$ cat src/rtl/sag_pkg.sv
package sag_pkg;
  // smallest legal cycle setting; lower codes are promoted to it
  localparam int unsigned SAG_MIN_CYC = 2;
endpackage

$ cat src/rtl/sag_mag_cmp.sv
module sag_mag_cmp #(
  parameter int unsigned SMP_W = 16,
  parameter int unsigned LVL_W = 16
) (
  input  logic             clk_i,
  input  logic             rst_ni,
  input  logic [SMP_W-1:0] smp_i,
  input  logic [LVL_W-1:0] lvl_i,
  output logic             below_o
);
  localparam int unsigned MW = (SMP_W > LVL_W) ? SMP_W : LVL_W;
  localparam logic [SMP_W-1:0] ONE_S = SMP_W'(1);
  localparam logic [LVL_W-1:0] ONE_L = LVL_W'(1);

  logic [SMP_W-1:0] mag;
  logic [MW-1:0]    mag_x, lvl_x;

  // most negative code maps to 2^(SMP_W-1) as an unsigned value
  assign mag   = smp_i[SMP_W-1] ? (~smp_i + ONE_S) : smp_i;
  assign mag_x = MW'(mag);
  assign lvl_x = MW'(lvl_i);
  assign below_o = (lvl_i > ONE_L) && (lvl_x > mag_x);


  low_lvl_chk: assert property (@(posedge clk_i) disable iff (!rst_ni)
    (lvl_i <= ONE_L) |-> !below_o);

  eq_lvl_chk: assert property (@(posedge clk_i) disable iff (!rst_ni)
    (lvl_x == mag_x) |-> !below_o);
endmodule

$ cat src/rtl/sag_cyc_cnt.sv
module sag_cyc_cnt
  import sag_pkg::*;
#(
  parameter int unsigned CYC_W = 8
) (
  input  logic             clk_i,
  input  logic             rst_ni,
  input  logic             smp_vld_i,
  input  logic             below_i,
  input  logic             cyc_end_i,
  input  logic [CYC_W-1:0] cyc_set_i,
  output logic             set_o,
  output logic             above_o
);
  localparam logic [CYC_W-1:0] MIN_C = CYC_W'(SAG_MIN_CYC);
  localparam logic [CYC_W-1:0] ONE_C = CYC_W'(1);
  localparam logic [CYC_W:0]   ONE_X = (CYC_W+1)'(1);

  logic [CYC_W-1:0] cnt_q, cnt_sat, n_eff, tgt;
  logic [CYC_W:0]   cnt_inc;
  logic             ok_q, has_q, ok_n, has_n, qual;

  always_comb begin
    above_o = smp_vld_i && !below_i;
    ok_n    = ok_q && !above_o;
    has_n   = has_q || smp_vld_i;
    qual    = ok_n && has_n;
    n_eff   = (cyc_set_i < MIN_C) ? MIN_C : cyc_set_i;
    tgt     = n_eff - ONE_C;
    cnt_inc = {1'b0, cnt_q} + ONE_X;
    cnt_sat = cnt_inc[CYC_W] ? cnt_q : cnt_inc[CYC_W-1:0];
    set_o   = cyc_end_i && qual && (cnt_inc >= {1'b0, tgt});
  end

  always_ff @(posedge clk_i or negedge rst_ni) begin
    if (!rst_ni) begin
      cnt_q <= '0;
      ok_q  <= 1'b1;
      has_q <= 1'b0;
    end else if (cyc_end_i) begin
      cnt_q <= qual ? cnt_sat : '0;
      ok_q  <= 1'b1;
      has_q <= 1'b0;
    end else begin
      if (above_o) cnt_q <= '0;
      ok_q  <= ok_n;
      has_q <= has_n;
    end
  end


  run_break_chk: assert property (@(posedge clk_i) disable iff (!rst_ni)
    above_o |=> (cnt_q == '0));

  empty_cyc_chk: assert property (@(posedge clk_i) disable iff (!rst_ni)
    (cyc_end_i && !has_q && !smp_vld_i) |=> (cnt_q == '0));

  cnt_hold_chk: assert property (@(posedge clk_i) disable iff (!rst_ni)
    (!above_o && !cyc_end_i) |=> $stable(cnt_q));
endmodule

$ cat src/rtl/sag_flag_ctl.sv
module sag_flag_ctl (
  input  logic clk_i,
  input  logic rst_ni,
  input  logic set_i,
  input  logic above_i,
  input  logic clr_i,
  output logic flag_o
);
  logic flag_q, clr_q, rec_q, clr_any, rec_any;

  assign clr_any = clr_i || clr_q;
  assign rec_any = above_i || rec_q;
  assign flag_o  = flag_q;

  always_ff @(posedge clk_i or negedge rst_ni) begin
    if (!rst_ni) begin
      flag_q <= 1'b0;
      clr_q  <= 1'b0;
      rec_q  <= 1'b0;
    end else if (set_i) begin
      // a fresh set restarts the release condition
      flag_q <= 1'b1;
      clr_q  <= 1'b0;
      rec_q  <= 1'b0;
    end else if (flag_q && clr_any && rec_any) begin
      flag_q <= 1'b0;
      clr_q  <= 1'b0;
      rec_q  <= 1'b0;
    end else if (flag_q) begin
      clr_q  <= clr_any;
      rec_q  <= rec_any;
    end else begin
      clr_q  <= 1'b0;
      rec_q  <= 1'b0;
    end
  end


  flag_rise_chk: assert property (@(posedge clk_i) disable iff (!rst_ni)
    $rose(flag_q) |-> $past(set_i));

  flag_fall_chk: assert property (@(posedge clk_i) disable iff (!rst_ni)
    $fell(flag_q) |-> ($past(clr_any) && $past(rec_any)));

  flag_hold_chk: assert property (@(posedge clk_i) disable iff (!rst_ni)
    (flag_q && !clr_i && !clr_q) |=> flag_q);
endmodule

$ cat src/rtl/sag_det.sv
module sag_det #(
  parameter int unsigned SMP_W = 16,
  parameter int unsigned LVL_W = 16,
  parameter int unsigned CYC_W = 8
) (
  input  logic             clk_i,
  input  logic             rst_ni,
  input  logic             smp_vld_i,
  input  logic [SMP_W-1:0] smp_i,
  input  logic             cyc_end_i,
  input  logic [LVL_W-1:0] sag_lvl_i,
  input  logic [CYC_W-1:0] sag_cyc_i,
  input  logic             sag_clr_i,
  input  logic             irq_en_i,
  output logic             sag_flag_o,
  output logic             irq_o
);
  logic below, set_evt, above;

  sag_mag_cmp #(.SMP_W(SMP_W), .LVL_W(LVL_W)) u_cmp (
    .clk_i   (clk_i),
    .rst_ni  (rst_ni),
    .smp_i   (smp_i),
    .lvl_i   (sag_lvl_i),
    .below_o (below)
  );

  sag_cyc_cnt #(.CYC_W(CYC_W)) u_cnt (
    .clk_i     (clk_i),
    .rst_ni    (rst_ni),
    .smp_vld_i (smp_vld_i),
    .below_i   (below),
    .cyc_end_i (cyc_end_i),
    .cyc_set_i (sag_cyc_i),
    .set_o     (set_evt),
    .above_o   (above)
  );

  sag_flag_ctl u_flag (
    .clk_i   (clk_i),
    .rst_ni  (rst_ni),
    .set_i   (set_evt),
    .above_i (above),
    .clr_i   (sag_clr_i),
    .flag_o  (sag_flag_o)
  );

  assign irq_o = sag_flag_o && irq_en_i;
endmodule

$ cat config.mk
export PLATFORM = sky130hd
export DESIGN_NAME = sag_det
export DESIGN_NICKNAME = d
export VERILOG_FILES = /design/src/rtl/sag_pkg.sv /design/src/rtl/sag_mag_cmp.sv /design/src/rtl/sag_cyc_cnt.sv /design/src/rtl/sag_flag_ctl.sv /design/src/rtl/sag_det.sv
export SDC_FILE = /design/constraint.sdc
export NUM_CORES = 1
export LEC_CHECK = 0
export CAP_MARGIN = 15
export CORE_AREA = 2 2 67 101
export DETAILED_ROUTE_END_ITERATION = 6
export DIE_AREA = 0 0 69 103
export PLACE_DENSITY = 0.57
export SLEW_MARGIN = 20
export SYNTH_ARGS = -nofsm -noshare
export SYNTH_HDL_FRONTEND = slang
export SYNTH_SLANG_ARGS = --single-unit
$ cat constraint.sdc
create_clock -name clk_i -period 2.32 [get_ports clk_i]
set_input_delay 0.232 -clock clk_i [delete_from_list [all_inputs] [get_ports clk_i]]
set_output_delay 0.232 -clock clk_i [all_outputs]
set_load 0.03 [all_outputs]
# Yosys cells after proc, flatten, opt, wreduce, memory -nomap -nowiden
# Index checks and enable logic that the tools add are counted.
# totals
ff_bits	13
output_inout_bits	2
# classes
n_eq_ne	1
n_lt_le_gt_ge	4
bitwise	1
reduce_logical	17
n_addsub	3
muxes	16
# op_table
cell	n
8-bit two-way mux	5
16-bit by 1-bit adder with 16-bit output, second input constant	1
16-bit by 1-bit > comparator with 1-bit output, second input constant	1
16-bit > comparator	1
16-bit two-way mux	1
16-bit NOT	1
1-bit two-way mux	10
8-bit by 1-bit adder with 9-bit output, second input constant	1
9-bit by 8-bit >= comparator with 1-bit output	1
1-bit logical AND	9
8-bit by 2-bit < comparator with 1-bit output, second input constant	1
8-bit by 1-bit subtractor with 8-bit output, second input constant	1
2-bit nonzero test	2
1-bit logical OR	3
3-bit != test, second input constant	1
1-bit zero test	2
2-bit AND reduction	1

# Longest topological paths before layout
# logic_depth
word_depth	13
depth_mapped	13

# Cells and area by module
# A second synthesis with hierarchy kept.
# unflattened
hier_cells	204
hier_area_um2	1729.2
# by_module_without_submodules
mod	seq_area_each_um2	instances	area_per_inst_um2	cells_per_inst
sag_cyc_cnt	251.5	1	908.4	104
sag_mag_cmp	0.0	1	678.2	89
sag_flag_ctl	75.1	1	136.4	10
sag_det	0.0	1	6.3	1

# Least setup slack after synthesis
# OpenSTA, ideal clock, no wires.
# synth_timing
path_type	input to register
startpoint	input port smp_i[5]
endpoint	register u_flag.flag_q, in the netlist u_flag.flag_o
setup_time_ns	0.144
required_ns	2.176
n_path_buf	0
t_arrival_ns	2.916
path_stages	10
path_slack_ns	-0.740
path_cell_list	nor4_1 nand4b_1 o41ai_1 xor2_1 ha_1 a21oi_1 a21boi_0 or4b_1 o31ai_2 o211ai_2
# synth_between
elab_chain_len	13
elab_cells_between_ends	16
classes_between	1 x add/sub; 1 x order compare; 2 x mux; 1 x bitwise; 11 x reduce/logical
# synth_rtl
item	line	source
from (decl)	sag_det.sv:9	input logic [SMP_W-1:0] smp_i,
16-bit NOT	sag_mag_cmp.sv:19	assign mag = smp_i[SMP_W-1] ? (~smp_i + ONE_S) : smp_i;
16-bit by 1-bit adder with 16-bit output	sag_mag_cmp.sv:19	
16-bit two-way mux *	sag_mag_cmp.sv:19	
16-bit > comparator *	sag_mag_cmp.sv:22	assign below_o = (lvl_i > ONE_L) && (lvl_x > mag_x);
1-bit logical AND *	sag_mag_cmp.sv:22	
1-bit zero test *	sag_cyc_cnt.sv:24	above_o = smp_vld_i && !below_i;
1-bit logical AND *	sag_cyc_cnt.sv:24	
1-bit zero test	sag_cyc_cnt.sv:25	ok_n = ok_q && !above_o;
1-bit logical AND	sag_cyc_cnt.sv:25	
1-bit logical AND	sag_cyc_cnt.sv:27	qual = ok_n && has_n;
1-bit logical AND (2 in series)	sag_cyc_cnt.sv:32	set_o = cyc_end_i && qual && (cnt_inc >= {1'b0, tgt});
1-bit two-way mux or 2-bit nonzero test (tied branches)	--	
to (signal assigned)	sag_flag_ctl.sv:17	flag_q <= 1'b0;
to (signal assigned)	sag_flag_ctl.sv:22	flag_q <= 1'b1;
to (signal assigned)	sag_flag_ctl.sv:26	flag_q <= 1'b0;
to (decl)	sag_flag_ctl.sv:9	logic flag_q, clr_q, rec_q, clr_any, rec_any;
# Mark *: on every way between the ends. The rest lies on a longest branch, timed or not.
# A chain may end at the register's enable or synchronous reset.

# Worst setup path after layout
# layout_timing
startpoint	input port sag_cyc_i[6]
endpoint	register u_flag.clr_q
# layout_between
elab_chain_len	6
# layout_rtl
item	line	source
from (decl)	sag_det.sv:12	input logic [CYC_W-1:0] sag_cyc_i,
8-bit by 2-bit < comparator with 1-bit output	sag_cyc_cnt.sv:28	n_eff = (cyc_set_i < MIN_C) ? MIN_C : cyc_set_i;
8-bit two-way mux *	sag_cyc_cnt.sv:28	
8-bit by 1-bit subtractor with 8-bit output *	sag_cyc_cnt.sv:29	tgt = n_eff - ONE_C;
9-bit by 8-bit >= comparator with 1-bit output *	sag_cyc_cnt.sv:32	
1-bit logical AND *	sag_cyc_cnt.sv:32	
1-bit two-way mux *	sag_flag_ctl.sv:20	end else if (set_i) begin
to (signal assigned)	sag_flag_ctl.sv:30	clr_q <= clr_any;
to (decl)	sag_flag_ctl.sv:9	
# Marks and branches as above.

==> impl_metrics.toml <==
[pwr]
leakage_uw = 0.00123
p_sw_uw = 324
p_per_area_nw_per_um2 = 338
clock_power_share_pct = 20.0
p_int_uw = 639
pwr-share-seq_pct = 28.3
ir_drop_uv = 156
swShare_pct = 33.6
power_frac_comb_pct = 51.8

[timing]
finalCriticalPeriod_ns = 2.87
hold_viol = 0
slew_headroom_pct = 61.4
worstMarginPinSlew_ns = 0.577
rsz0062_at_grt = "yes"
setup_tns_ns = -6.14
setup_viol = 12
finalClockSkew_ns = 0.00107
layout_setup_ws_ns = -0.546
finalCritPeriodShare_pct = 124
max_freq_mhz = 349
final-max-slew-violation-count = 0

[final_layout]
layoutNonFillerInstCount = 377
drive_above_1_share_pct = 31.9
final_util_pct = 45.2
regArea_um2 = 327
nFillCells = 636
antennaDiodeCount = 0
multi_input_area_um2 = 1500
nets = 375
stdcell_area_um2 = 2850
area_growth_pct = 69.0

[logic_synthesis]
syn-cell-area_um2 = 1690
synth_edf_count = 0
synthArstFlopShare_pct = 100
synth-seq-cells = 13
avgSynthCellArea_um2 = 8.43
yosys_most_used_dff = "dfrtp_1"
ys_seq_area_share_pct = 19.4
netlist-cell-type-count = 46
synth_cells = 200
yosysWarnings = 0
syn_nets = 273

[global_route]
grt_start_max_net_pins = 14
grt_pass1_wl_mm = 8.49
grt_pass1_vias = 2060
grt_overflow = 0
track_usage_pct = 14.7
antenna_found_initial = 0

[critical_path]
critPathMaxFanout = 2
startpoint = "sag_cyc_i[6]"
path_class = "in -> reg"
critPathRequiredTime_ns = 2.49
cp_slowest_stage_delay_ns = 0.40
critical_path_arrival_ns = 3.04
cp_cell_sequence = "clkdlybuf4s15_1, or3_4, or3_4, o31ai_4, ha_2, nand2_2, nor3_2, xnor2_1, ha_1, o2111a_1, a211oi_2, or2_4, o2111a_1"
critPathBufInv = 1
endpoint_kind = "flip-flop"
timing.rr.start = "u_cnt.cnt_q[0]"
cp-start-kind = "input port"
cpLargestDelayFamily = "simple AND/OR/NAND/NOR gates"
slowest_stage = "or3_4"

[detailed_routing]
dr.pass1.iters = 4
drt_wl_total_mm = 4.98
viasPerCell = 5.06
vias = 1908
route.detailed.drc = 0
wire_per_inst_um = 13.2
first_iter_violations = 40
ant_nets = 0

[placed_design]
dp_cells = 365
place_congestion = 0.847
dp_hpwl_mm = 4.32
io_buffers = 47
placed_cell_area_um2 = 2680

[job]
cap_violations = 0

[clock_network]
clk_path_buf_depth = 2
cts_buffers = 3
cts.clk_slew.worst_paths_ns = 0.05
clockRootBuffer = "clkbuf_8"
clk_latency_ns = 0.23
htree_levels = 1
cts.sinks = 13
cts_tree = "done"

[die]
die_y_um = 103
boundaryPins = 48
die-area_um2 = 7110
core_um2 = 6310
row_count = 36
die_width_um = 69
start_util_pct = 26.7

[status]
status = "complete, but fails checks"
failed_checks = "setup timing"

[hold_path]
hp-class = "in -> async"
## cells by family after synthesis
group / Yosys count / synth area share (%)
simple gates: 75 / 23.2
flops: 13 / 19.4
buf+inv: 6 / 1.34
compound gates: 54 / 22.9
xor+xnor: 23 / 12.0
mux: 2 / 1.19
fa+ha+maj: 27 / 20.0
## timing repair
item	in CTS	in global routing
resized for setup	54	7
pin swaps	23	12
endpoints found under the setup margin	12	12
setup buffers	7	1
cloned	0	0
hold buffers	0	0
## worst paths after layout
kind / endpoint / slack, ns / cells after the start
worst max-delay path: u_flag.clr_q / -0.55 / 13
min in group clk_i: u_cnt.has_q / 0.50 / 2
worst min-delay path: u_cnt.cnt_q[6] / 0.37 / 1
worst min register to register: u_cnt.has_q / 0.50 / 2
max in group asynchronous: u_cnt.cnt_q[4] / 1.58 / 1
worst max register to register: u_flag.clr_q / 0.09 / 8
## metal layers
metal | track usage [%] | vias up | share of wire [%]
met5 | 0 | - | 0
met4 | 8.14 | 0 | 3.6
met3 | 1.37 | 12 | 2.7
met2 | 31.4 | 53 | 59
met1 | 13.2 | 874 | 35
li1 | - | 969 | -
## power groups by stage
| stage | Sequential, uW | Combinational (uW) | Clock [uW] |
|---|---|---|---|
| 6_report | 272 | 499 | 192 |
| 5_1_grt | 276 | 554 | 213 |
| 4_1_cts | 273 | 498 | 200 |
| 3_5_place_dp | 276 | 483 | 0 |
| 3_3_place_gp | 276 | 478 | 0 |
| 2_1_floorplan | 291 | 216 | 0 |
## sequential cells by signal (all words and copies together) (netlist names)
signal         count
u_cnt.has_q        1
u_flag.rec_q       1
u_cnt.ok_q         1
u_flag.flag_o      1
u_flag.clr_q       1
u_cnt.cnt_q        8
## per-stage QoR
step	worst slack, ns	hold slack (ns)	power, uW
6_report	-0.546	0.367	963
5_1_grt	-0.732	0.421	1040
4_1_cts	-0.684	0.388	970
3_5_place_dp	-1.19	0.494	759
3_3_place_gp	-1.09	0.478	753
2_1_floorplan	-0.360	-0.0636	507
## area by class of cell
cell class | count | share of cell area, %
tap | 76 | 3.34
inverter | 4 | 0.527
clock buffer | 4 | 1.58
timing repair buffer | 99 | 30.4
multi-input combinational | 181 | 52.7
sequential | 13 | 11.5
## synth_stat cells, types with 2 or more instances
| cell | n | area, um2 |
|---|---|---|
| nand2_1 | 13 | 48.8 |
| or3_1 | 4 | 25.0 |
| o2111a_1 | 2 | 22.5 |
| nand4_1 | 4 | 25.0 |
| and2_1 | 2 | 12.5 |
| mux2i_1 | 2 | 20.0 |
| nor3_1 | 6 | 30.0 |
| xor2_1 | 16 | 140 |
| o21ai_0 | 11 | 55.1 |
| nor2b_1 | 4 | 25.0 |
| ha_1 | 27 | 338 |
| inv_1 | 4 | 15.0 |
| a21o_1 | 4 | 30.0 |
| a21oi_1 | 10 | 50.1 |
| nor2_1 | 18 | 67.6 |
| o21bai_1 | 2 | 15.0 |
| o31ai_1 | 4 | 30.0 |
| a211oi_1 | 3 | 22.5 |
| dfrtp_1 | 12 | 300 |
| nor4_1 | 5 | 31.3 |
| nand3_1 | 9 | 45.0 |
| o41ai_1 | 3 | 26.3 |
| or2_2 | 2 | 12.5 |
| xnor2_1 | 7 | 61.3 |
| a21bo_2 | 2 | 20.0 |
| a22oi_1 | 4 | 30.0 |
## cells in the final DEF (no fill, tap or decap), types with 3 or more instances in the layout
master           Yosys  routed
nand2_1             13      12
nor4_1               5       3
clkbuf_8             0       3
xor2_1              16      16
a211oi_2             0       3
nand3_1              9       8
buf_6                0       5
a21oi_1             10       8
buf_2                0       4
xnor2_1              7       7
a22oi_1              4       4
clkdlybuf4s50_1      0      33
o31ai_4              0       3
nand4_1              4       4
dlygate4sd2_1        0       4
dfrtp_1             12      12
ha_1                27      24
nor3_1               6       5
nor2b_1              4       4
a21o_1               4       4
buf_4                0      48
nor2_1              18      16
o21ai_0             11      10
## worst register-to-register path, stage by stage, from the launching register on
cell and delay [ns]:
dfrtp_1 0.37, nand3_1 0.13, buf_4 0.18, nor3_1 0.23, xor2_1 0.26, ha_1 0.27, o21ai_0 0.35, or2_4 0.21
o2111a_1 0.17
Power figures use the tool's default switching activity.
